===== src/rtl/tt_pkg.sv =====
package tt_pkg;
  typedef enum logic [1:0] {TT_IDLE, TT_WAIT, TT_BUSY} tt_state_e;

  // guard length in bit ticks; code 7 removes the guard
  function automatic int unsigned guard_ticks(input logic [2:0] sel, input int unsigned gmax);
    return (sel == 3'd7) ? 0 : (gmax >> sel);
  endfunction

  function automatic int unsigned gap_ticks(input int unsigned char_bits, input int unsigned chars);
    return char_bits * chars;
  endfunction
endpackage


===== src/rtl/tt_tick_delay.sv =====
module tt_tick_delay #(
  parameter int CNT_W = 8
) (
  input  logic             clk,
  input  logic             rst_n,
  input  logic             clear,
  input  logic             load,
  input  logic [CNT_W-1:0] load_val,
  input  logic             tick,
  output logic             done
);
  logic [CNT_W-1:0] cnt;

  always_ff @(posedge clk) begin
    if (!rst_n)                   cnt <= '0;
    else if (clear)               cnt <= '0;
    else if (load)                cnt <= load_val;
    else if (tick && cnt != '0)   cnt <= cnt - 1'b1;
  end

  assign done = (cnt == '0);

  p_count_down_r2: assert property (@(posedge clk) disable iff (!rst_n)
    (tick && !clear && !load && cnt != '0) |=> (cnt == $past(cnt) - 1'b1));
  p_hold_no_tick_r5: assert property (@(posedge clk) disable iff (!rst_n)
    (!tick && !clear && !load) |=> $stable(cnt));
endmodule


===== src/rtl/tt_resp_watchdog.sv =====
module tt_resp_watchdog #(
  parameter int LIMIT = 65536
) (
  input  logic clk,
  input  logic rst_n,
  input  logic off_i,
  input  logic wait_i,
  input  logic ready_i,
  output logic tmo_o
);
  localparam int CW = $clog2(LIMIT + 1);
  logic [CW-1:0] cnt;
  logic          counting;

  assign counting = wait_i && !ready_i && !off_i && !tmo_o;

  always_ff @(posedge clk) begin
    if (!rst_n) begin
      cnt   <= '0;
      tmo_o <= 1'b0;
    end else begin
      if (!wait_i)                                 tmo_o <= 1'b0;
      else if (counting && cnt == CW'(LIMIT - 1))  tmo_o <= 1'b1;
      cnt <= counting ? cnt + 1'b1 : '0;
    end
  end

  p_off_quiet_r9: assert property (@(posedge clk) disable iff (!rst_n)
    (off_i && !tmo_o) |=> !tmo_o);
  p_flag_needs_wait_r8: assert property (@(posedge clk) disable iff (!rst_n)
    $rose(tmo_o) |-> $past(wait_i));
  p_ready_restarts_r8: assert property (@(posedge clk) disable iff (!rst_n)
    (ready_i && !tmo_o) |=> !tmo_o);
endmodule


===== src/rtl/turnaround_timer.sv =====
module turnaround_timer
  import tt_pkg::*;
#(
  parameter int GUARD_MAX  = 128,
  parameter int CHAR_BITS  = 12,
  parameter int GAP_CHARS  = 2,
  parameter int TMO_CYCLES = 65536
) (
  input  logic       clk,
  input  logic       rst_n,
  input  logic       cfg_gap_en,
  input  logic       cfg_par_off,
  input  logic       cfg_tmo_off,
  input  logic       cfg_sig_off,
  input  logic [2:0] cfg_guard_sel,
  input  logic       bit_tick,
  input  logic       rx_mode,
  input  logic       burst,
  input  logic       byte_ready,
  input  logic       byte_is_sig,
  input  logic       byte_done,
  input  logic       resp_wait,
  input  logic       resp_ready,
  output logic       tx_start,
  output logic       sig_skip,
  output logic       tmo_flag,
  output logic       par_ignore
);
  localparam int GAP_LEN = CHAR_BITS * GAP_CHARS;
  localparam int MAX_LEN = (GUARD_MAX > GAP_LEN) ? GUARD_MAX : GAP_LEN;
  localparam int CNT_W   = $clog2(MAX_LEN + 1);

  tt_state_e        state, state_n;
  logic             rx_q, rx_fall, abort;
  logic             dly_load, dly_done, slot_open, sig_drop;
  logic [CNT_W-1:0] dly_val, guard_val, gap_val;

  assign guard_val = CNT_W'(guard_ticks(cfg_guard_sel, GUARD_MAX));
  assign gap_val   = CNT_W'(gap_ticks(CHAR_BITS, GAP_CHARS));
  assign rx_fall   = rx_q && !rx_mode;
  assign abort     = rx_mode || tmo_flag;

  always_ff @(posedge clk) begin
    if (!rst_n) begin
      state <= TT_IDLE;
      rx_q  <= 1'b1;
    end else begin
      state <= state_n;
      rx_q  <= rx_mode;
    end
  end

  always_comb begin
    state_n  = state;
    dly_load = 1'b0;
    dly_val  = '0;
    if (abort) begin
      state_n = TT_IDLE;
    end else begin
      case (state)
        TT_IDLE: if (rx_fall) begin
          state_n  = TT_WAIT;
          dly_load = 1'b1;
          dly_val  = guard_val;
        end
        TT_WAIT: if (tx_start) state_n = TT_BUSY;
        TT_BUSY: if (byte_done) begin
          state_n  = TT_WAIT;
          dly_load = 1'b1;
          dly_val  = (cfg_gap_en && burst) ? gap_val : '0;
        end
        default: state_n = TT_IDLE;
      endcase
    end
  end

  tt_tick_delay #(.CNT_W(CNT_W)) i_delay (
    .clk      (clk),
    .rst_n    (rst_n),
    .clear    (abort),
    .load     (dly_load),
    .load_val (dly_val),
    .tick     (bit_tick),
    .done     (dly_done)
  );

  tt_resp_watchdog #(.LIMIT(TMO_CYCLES)) i_wdog (
    .clk     (clk),
    .rst_n   (rst_n),
    .off_i   (cfg_tmo_off),
    .wait_i  (resp_wait),
    .ready_i (resp_ready),
    .tmo_o   (tmo_flag)
  );

  // named internal events
  assign slot_open  = (state == TT_WAIT) && dly_done && byte_ready && !abort;
  assign sig_drop   = byte_is_sig && cfg_sig_off;
  assign tx_start   = slot_open && !sig_drop;
  assign sig_skip   = slot_open && sig_drop;
  assign par_ignore = cfg_par_off && rx_mode;

  p_start_single_r4: assert property (@(posedge clk) disable iff (!rst_n)
    tx_start |=> !tx_start);
  p_quiet_in_rx_r10: assert property (@(posedge clk) disable iff (!rst_n)
    rx_mode |-> !tx_start);
  p_tmo_blocks_r10: assert property (@(posedge clk) disable iff (!rst_n)
    tmo_flag |=> (state == TT_IDLE));
  p_sig_held_r12: assert property (@(posedge clk) disable iff (!rst_n)
    (byte_is_sig && cfg_sig_off) |-> !tx_start);
  p_fall_arms_r2: assert property (@(posedge clk) disable iff (!rst_n)
    (state == TT_IDLE && rx_fall && !tmo_flag) |=> (state == TT_WAIT));
endmodule


===== config.mk =====
export PLATFORM = sky130hd
export DESIGN_NAME = turnaround_timer
export DESIGN_NICKNAME = d
export VERILOG_FILES = /design/src/rtl/tt_pkg.sv /design/src/rtl/tt_tick_delay.sv /design/src/rtl/tt_resp_watchdog.sv /design/src/rtl/turnaround_timer.sv
export SDC_FILE = /design/constraint.sdc
export NUM_CORES = 1
export LEC_CHECK = 0
export BUFFER_PORTS_ARGS = -buffer_cell sky130_fd_sc_hd__buf_2
export CAP_MARGIN = 20
export CORE_ASPECT_RATIO = 0.8
export CORE_UTILIZATION = 32
export CTS_CLUSTER_DIAMETER = 80
export DETAILED_ROUTE_END_ITERATION = 10
export PLACE_DENSITY = 0.51
export SYNTH_ARGS = -nofsm -noshare
export SYNTH_HDL_FRONTEND = slang
export SYNTH_SLANG_ARGS = --single-unit

===== constraint.sdc =====
create_clock -name clk -period 4.94 [get_ports clk]
set_clock_uncertainty 0.05 [all_clocks]
set_input_delay 0.247 -clock clk [delete_from_list [all_inputs] [get_ports clk]]
set_output_delay 0.247 -clock clk [all_outputs]
set_load 0.1 [all_outputs]

## Yosys cells after proc, flatten, opt, wreduce, memory -nomap -nowiden

Index checks and enable logic that the tools add are counted.

| word-level totals | value |
|---|---|
| register bits after elaboration | 29 |
| latch bits | 0 |
| RAM bits | 0 |
| ROM bits | 0 |
| output and inout bits | 4 |
| logic and storage cells | 60 |
| memories kept | 0 |

| operators by class | value |
|---|---|
| $add $sub $neg | 2 |
| multiply operators | 0 |
| divide/modulo/power cells | 0 |
| magnitude comparators | 0 |
| equality and inequality tests | 7 |
| shift-type cells | 1 |
| muxes and demuxes | 15 |
| bitwise logic cells | 1 |
| reductions and logical operators | 29 |

Operator list:

| cell | number |
|---|---|
| 8-bit two-way mux | 4 |
| 17-bit by 1-bit adder with 17-bit output, second input constant | 1 |
| 17-bit by 16-bit equality test with 1-bit output, second input constant | 1 |
| 8-bit case mux with 2 select lines | 1 |
| 1-bit logical AND | 14 |
| 5-bit two-way mux | 2 |
| 8-bit logical NOT | 1 |
| 8-bit nonzero test | 1 |
| 8-bit by 3-bit right shift with 8-bit output, first input constant | 1 |
| 8-bit by 1-bit subtractor with 8-bit output, second input constant | 1 |
| 1-bit logical NOT | 6 |
| 2-bit two-way mux | 3 |
| 2-bit inequality test, second input constant | 3 |
| 2-bit case mux with 3 select lines | 1 |
| 2-bit AND reduction | 2 |
| 3-bit equality test, second input constant | 1 |
| 1-bit two-way mux | 3 |
| 3-bit AND reduction | 1 |
| 2-bit by 1-bit equality test with 1-bit output, second input constant | 1 |
| 2-bit equality test, second input constant | 1 |
| 2-bit logical NOT | 1 |
| 1-bit case mux with 2 select lines | 1 |
| 2-bit nonzero test | 1 |
| 2-bit OR reduction | 1 |
| 2 further kinds | 2 |

## Longest topological paths before layout

Gate-level depths: netlist (run 1).

| logic depth | value |
|---|---|
| word-level depth | 7 |
| mapped depth | 7 |

## Hierarchy

Synthesis (run 1) repeated with hierarchy kept, for this count alone.

| second synthesis, totals | value |
|---|---|
| cell total of the unflattened synthesis | 196 |
| area, all modules | 1645.3 um^2 |

By module, submodules not included:

| module | instances | cells an instance | area each (um^2) |
|---|---|---|---|
| tt_resp_watchdog | 1 | 93 | 839.6 |
| tt_tick_delay | 1 | 61 | 510.5 |
| turnaround_timer | 1 | 42 | 295.3 |

## Worst setup path after synthesis (run 1)

OpenSTA, ideal clock, no wires.

| timing | value |
|---|---|
| kind | reg2reg |
| from | reg i_wdog.tmo_o |
| to | reg state[0] |
| library setup time | 215 ps |
| data arrival time | 2939 ps |
| slack | 1736 ps |
| stages on the path, launching flop included | 5 |
| buffers on the path | 0 |
| path through | dfxtp_1 -> nor4b_1 -> nand4_1 -> a21oi_1 -> o32ai_1 |

| between the ends | value |
|---|---|
| longest elaborated chain between the ends | 6 |
| elaborated cells between the ends (all ways) | 7 |

RTL lines:

| what | line | RTL |
|---|---|---|
| start, declared | tt_resp_watchdog.sv:9 | `output logic tmo_o` |
| start signal, assigned | tt_resp_watchdog.sv:20 | `tmo_o <= 1'b0;` |
| start signal, assigned | tt_resp_watchdog.sv:22 | `if (!wait_i) tmo_o <= 1'b0;` |
| start signal, assigned | tt_resp_watchdog.sv:23 | `else if (counting && cnt == CW'(LIMIT - 1)) tmo_o <= 1'b1;` |
| 1-bit logical OR | turnaround_timer.sv:41 | `assign abort = rx_mode \|\| tmo_flag;` |
| 1-bit logical NOT | turnaround_timer.sv:97 | `assign slot_open = (state == TT_WAIT) && dly_done && byte_ready && !abort;` |
| 1-bit logical AND | turnaround_timer.sv:97 |  |
| 1-bit logical AND | turnaround_timer.sv:99 | `assign tx_start = slot_open && !sig_drop;` |
| named net tx_start | turnaround_timer.sv:24 | `output logic tx_start,` |
| 2-bit inequality test (no source line) | -- |  |
| 3-bit AND reduction (no source line) | -- |  |
| end signal, assigned | turnaround_timer.sv:48 | `state <= state_n;` |
| end, declared | turnaround_timer.sv:33 | `tt_state_e state, state_n;` |

The timed path passes the listed nets, and every way through them passes these cells.
A chain may end at the register's enable or synchronous reset.

## Worst setup path after layout (run 1)

| timing | value |
|---|---|
| from | reg i_delay.cnt[1] |
| to | out tx_start |

| between the ends | value |
|---|---|
| longest elaborated chain between the ends | 5 |

RTL lines:

| what | line | RTL |
|---|---|---|
| start, declared | tt_tick_delay.sv:12 | `logic [CNT_W-1:0] cnt;` |
| start signal, assigned | tt_tick_delay.sv:17 | `else if (load) cnt <= load_val;` |
| start signal, assigned | tt_tick_delay.sv:18 | `else if (tick && cnt != '0) cnt <= cnt - 1'b1;` |
| 8-bit logical NOT | tt_tick_delay.sv:21 | `assign done = (cnt == '0);` |
| 1-bit logical AND (3 in a row) | turnaround_timer.sv:97 |  |
| 1-bit logical AND | turnaround_timer.sv:99 |  |
| end, declared | turnaround_timer.sv:24 |  |

No other way between the ends.

==> results.txt, run 1 <==
Required @ worst endpoint - 4640 ps
Rows - 21
total power - 490 uW
hold buffers post-CTS - 0
routed vias - 1,308
crit path from - i_delay.cnt[1]
drt wl/cell - 12.4 um
sequential-to-total area share from yosys stat - 38.4%
synthesized net count - 191
Area growth syn-to-layout - 16.3%
HP Class - input port to flop
R2R depth - 6
Routability Congestion - 0.857
CP Launch Type - flop
initial antenna violation count - 0
CTS max path bufs - 2
final antenna-violating net count - 0
Post-CTS Setup Bufs - 0
crit path cell chain - inv_1 -> ha_1 -> nor4b_4 -> nand4_1 -> a21oi_1 -> buf_2
die height - 63.4 um
clock sinks - 29
P_leak - 0.628 nW
RSZ-0062 raised after global routing - false
Max-cap violations - 0
synthesized area - 1510 sq um
post-route minimum period - 2460 ps
DRT Pass-1 Iters - 4
Buffers & Inverters on Critical Path - 2
ys async rst share - 0%
Setup violations, final - 0
ratio of cells with drive above 1 in the final layout - 19.6%
core area - 4360 sq um
CP Depth - 6
CP endpoint kind - primary output
Die W - 78.8 um
Synth Warn # - 0
H-Tree Depth - 2
Slew @ Worst Pin - 580 ps
max incr delay on CP - 480 ps
final slew viol count - 0
CTS Buf Count - 5
worst-skew pair later-pin latency - 280 ps
Post-synth EDFFs - 0
Fin. Hold Viols - 0
ys flop type - dfxtp_1
ANT cells - 0
crit path kind - flop to primary output
CP arrival - 2160 ps
Slowest-stage cell, CP - buf_2
Reg clk slew, reported paths - 60 ps
Nets - 215
Synth Register Bits - 29
Routed WL - 3120 um
Final period util - 49.8%
peak supply drop - 0.163 mV
drt initial violations - 60
Max FO, Critical Path - 7
largest net degree at the start of global routing - 18
root buf cell - clkbuf_8
P per Cell Area - 279 nW/um^2
hold path cells - 2
worst r2r src - i_delay.cnt[0]
Avg Inst Size Synth - 8.88 sq um
status - completed
grt ovf - 0
DRC violations left - 0
Total GRT Usage - 13.9%
CTS tree - built
filler cell count in the final layout - 448
HPWL Detailed - 2350 um
critical hold path startpoint - rst_n
Die ar. - 5000 sq um
Yosys cell types - 46
# IOs - 21
Initial Util - 34.6%
Cells after Synth - 170
CP delay by family, top - buffers and inverters
slew margin rel. - 61.3%
post-CTS sizing - 0
setup TNS - 0 ps
Port Buf Inserts - 20
number of global-route vias before repair - 1,264
Fmax - 0.406 GHz
first-pass GRT wire length - 5360 um
Via density - 5.21
## kinds of logic (layout without fill, tap and decap cells)
logic type | after synthesis | count (layout) | synth area share (%)
AOI/OAI and AO/OA | 25 | 25 | 12.9
buffers and inverters | 11 | 35 | 2.73
adders and majority gates | 4 | 4 | 3.31
and+or+nand+nor | 84 | 84 | 32.3
xor gates and xnor gates | 13 | 13 | 7.54
muxes | 4 | 4 | 2.73
DFF | 29 | 29 | 38.4
## worst paths after layout
kind,endpoint,slack [ps]
max reg2reg,i_delay.cnt[1],3120
max,tx_start,2480
min,rx_q,140
min reg2reg,i_wdog.cnt[0],430
## per-layer routing
| metal | GRT usage [%] | share of wire, % | vias up |
|---|---|---|---|
| met5 | 0 | 0 | - |
| met4 | 5.56 | 0.61 | 0 |
| met3 | 6.23 | 5.1 | 2 |
| met2 | 22.4 | 47 | 29 |
| met1 | 16.0 | 47 | 612 |
| li1 | - | - | 665 |
## state kept, by name, indices dropped and copies added (netlist names)
signal / count
i_delay.cnt: 8
i_wdog.cnt: 17
state: 2
i_wdog.tmo_o: 1
rx_q: 1
## per-stage QoR
stage	cells	utilization [%]	cell area (sq um)	setup slack, ps	hold WS, ps
finish	251	40.3	1760	2480	137
global route	251	40.3	1760	2320	122
CTS	251	40.3	1760	2480	127
detailed placement	244	38.3	1670	2790	418
global placement	244	38.3	1670	2890	414
floorplan	170	-	1510	1740	275
## final cells by class
class / count / area (sq um) / area share [%]
well taps: 57 / 71.3 / 4.06
repair buffers: 20 / 100 / 5.70
clock buffers: 7 / 86.3 / 4.91
multi-input cells: 130 / 888 / 50.6
inverters: 8 / 30.0 / 1.71
flip-flops and latches: 29 / 581 / 33.0
## synthesized netlist by cell type, types with 2 or more instances
master	count	share of area (%)
a211oi_1	4	2.0
a21oi_1	4	1.3
and3_1	4	1.7
clkbuf_1	3	0.75
dfxtp_1	29	38
ha_1	4	3.3
inv_1	8	2.0
mux2i_1	3	2.0
nand2_1	9	2.2
nand2b_4	2	1.8
nand3_1	7	2.3
nand4_1	5	2.1
nor2_1	24	6.0
nor2b_1	3	1.2
nor3_1	7	2.3
nor4_1	6	2.5
o211ai_1	2	0.99
o21a_1	2	0.99
o21ai_0	2	0.66
o32ai_1	2	1.2
or3_1	3	1.2
or4_1	2	0.99
xnor2_1	10	5.8
xor2_1	3	1.7
## cell usage in the layout, fill, tap and decap left out, types with 2 or more instances in the layout
| cell | netlist | layout |
|---|---|---|
| inv_1 | 8 | 8 |
| or4_1 | 2 | 2 |
| and3_1 | 4 | 4 |
| o21ai_0 | 2 | 2 |
| nand4_1 | 5 | 5 |
| nor4_1 | 6 | 6 |
| a211oi_1 | 4 | 4 |
| xnor2_1 | 10 | 10 |
| xor2_1 | 3 | 3 |
| nand3_1 | 7 | 7 |
| nor2_1 | 24 | 24 |
| or3_1 | 3 | 3 |
| nor3_1 | 7 | 7 |
| ha_1 | 4 | 4 |
| nand2_1 | 9 | 9 |
| o32ai_1 | 2 | 2 |
| mux2i_1 | 3 | 3 |
| o21a_1 | 2 | 2 |
| clkbuf_8 | 0 | 6 |
| dfxtp_1 | 29 | 29 |
| nor2b_1 | 3 | 3 |
| nand2b_4 | 2 | 2 |
| o211ai_1 | 2 | 2 |
| buf_2 | 0 | 20 |
| a21oi_1 | 4 | 4 |
## where the power goes
part           internal (mW)  switching (mW)
combinational         0.0244          0.0308
sequential             0.237         0.00456
clock                  0.110          0.0831
total                  0.372           0.118
No activity file was read; power rests on OpenSTA's default activity.
==> inputs of run 2 (changes only) <==
==> constraint.sdc (replaced) <==
create_clock -name clk -period 2.6 [get_ports clk]
set_clock_uncertainty 0.05 [all_clocks]
set_input_delay 0.13 -clock clk [delete_from_list [all_inputs] [get_ports clk]]
set_output_delay 0.13 -clock clk [all_outputs]
set_load 0.1 [all_outputs]
==> results.txt, run 2 (synthesis gave the netlist of run 1 again) <==
Routability Congestion - 0.865
Via density - 5.21
number of global-route vias before repair - 1,255
P_leak - 0.628 nW
hold path cells - 2
CP Depth - 6
crit path cell chain - inv_1 -> ha_1 -> nor4b_4 -> nand4_1 -> a21oi_2 -> buf_2
Reg with most FFs - i_wdog.cnt
slew margin rel. - 59.2%
post-CTS sizing - 0
top flop regs - i_wdog.cnt (17), i_delay.cnt (8), state (2)
Setup violations, final - 0
Max-cap violations - 0
largest net degree at the start of global routing - 18
fin cells - 251
Port Buf Inserts - 20
routed vias - 1,307
Nets - 215
Post-CTS Setup Bufs - 0
crit path kind - flop to primary output
Max FO, Critical Path - 7
Area growth syn-to-layout - 16.7%
CTS max path bufs - 2
Final period util - 89.2%
Required @ worst endpoint - 2420 ps
DRT Pass-1 Iters - 4
CP delay by family, top - simple AND/OR/NAND/NOR gates
HPWL Detailed - 2420 um
ratio of cells with drive above 1 in the final layout - 20.6%
Buffers & Inverters on Critical Path - 2
P per Cell Area - 533 nW/um^2
drt wl/cell - 13.1 um
setup TNS - 0 ps
CP arrival - 2140 ps
hold buffers post-CTS - 0
HP Class - input port to flop
post-route minimum period - 2320 ps
Slew @ Worst Pin - 606 ps
CP endpoint kind - primary output
root buf cell - clkbuf_8
initial antenna violation count - 0
Rows - 21
drt initial violations - 67
Fmax - 0.431 GHz
worst-skew pair later-pin latency - 270 ps
CTS Buf Count - 5
# IOs - 21
Routed WL - 3300 um
post-layout util - 40.4%
clock sinks - 29
Die ar. - 5000 sq um
commonest non-fill, non-tap cells in the layout - 29 x dfxtp_1, 23 x nor2_1, 20 x buf_2
Slowest-stage cell, CP - buf_2
Placed Cells incl. Taps - 244
core area - 4360 sq um
CP Launch Type - flop
max reg flops - 17
Die W - 78.8 um
Fin. Hold Viols - 0
RSZ-0062 raised after global routing - false
filler cell count in the final layout - 446
DRC violations left - 0
grt ovf - 0
final slew viol count - 0
die height - 63.4 um
ANT cells - 0
status - completed
R2R depth - 6
first-pass GRT wire length - 5710 um
max incr delay on CP - 450 ps
Total GRT Usage - 14.8%
peak supply drop - 0.302 mV
H-Tree Depth - 2
Initial Util - 34.6%
final antenna-violating net count - 0
CTS tree - built
commonest non-fill, non-tap cell in the layout - dfxtp_1
Reg clk slew, reported paths - 70 ps
==> run 2: layout make-up <==
type / count / area (sq um) / area share [%]
Tap cell: 57 / 71.3 / 4.05
Multi-Input combinational cell: 130 / 895 / 50.7
Clock buffer: 7 / 86.3 / 4.90
Timing Repair Buffer: 20 / 100 / 5.68
Sequential cell: 29 / 581 / 32.9
Inverter: 8 / 30.0 / 1.70
==> run 2: path summary, 6_finish.rpt <==
check	start	end	slack [ps]
max	i_delay.cnt[0]	tx_start	280
min	rst_n	rx_q	20
max reg2reg	i_delay.cnt[0]	i_delay.cnt[1]	780
min reg2reg	i_wdog.cnt[0]	i_wdog.cnt[0]	430
==> run 2: per-layer routing <==
metal	wire length, um	GRT usage (%)	vias to the layer above	share of wire, %
met5	0	0	-	0
met4	29	4.63	0	0.88
met3	190	6.38	4	5.8
met2	1540	22.5	33	47
met1	1540	18.8	602	47
li1	-	-	668	-
==> run 2: metrics by stage <==
stage                     power, mW  hold slack [ps]  setup slack [ps]  cell area (sq um)
after floorplan               0.541              158              52.9               1520
final                         0.940             19.6               281               1760
after global routing          0.999             5.54              65.9               1760
after detailed placement      0.575              302               597               1680
after global placement        0.574              304               676               1680
after CTS                     0.948             15.8               289               1760
==> run 2: power by group <==
group | switching [mW] | internal [mW]
registers | 0.00879 | 0.451
clock network | 0.164 | 0.210
logic | 0.0607 | 0.0464
total | 0.233 | 0.707
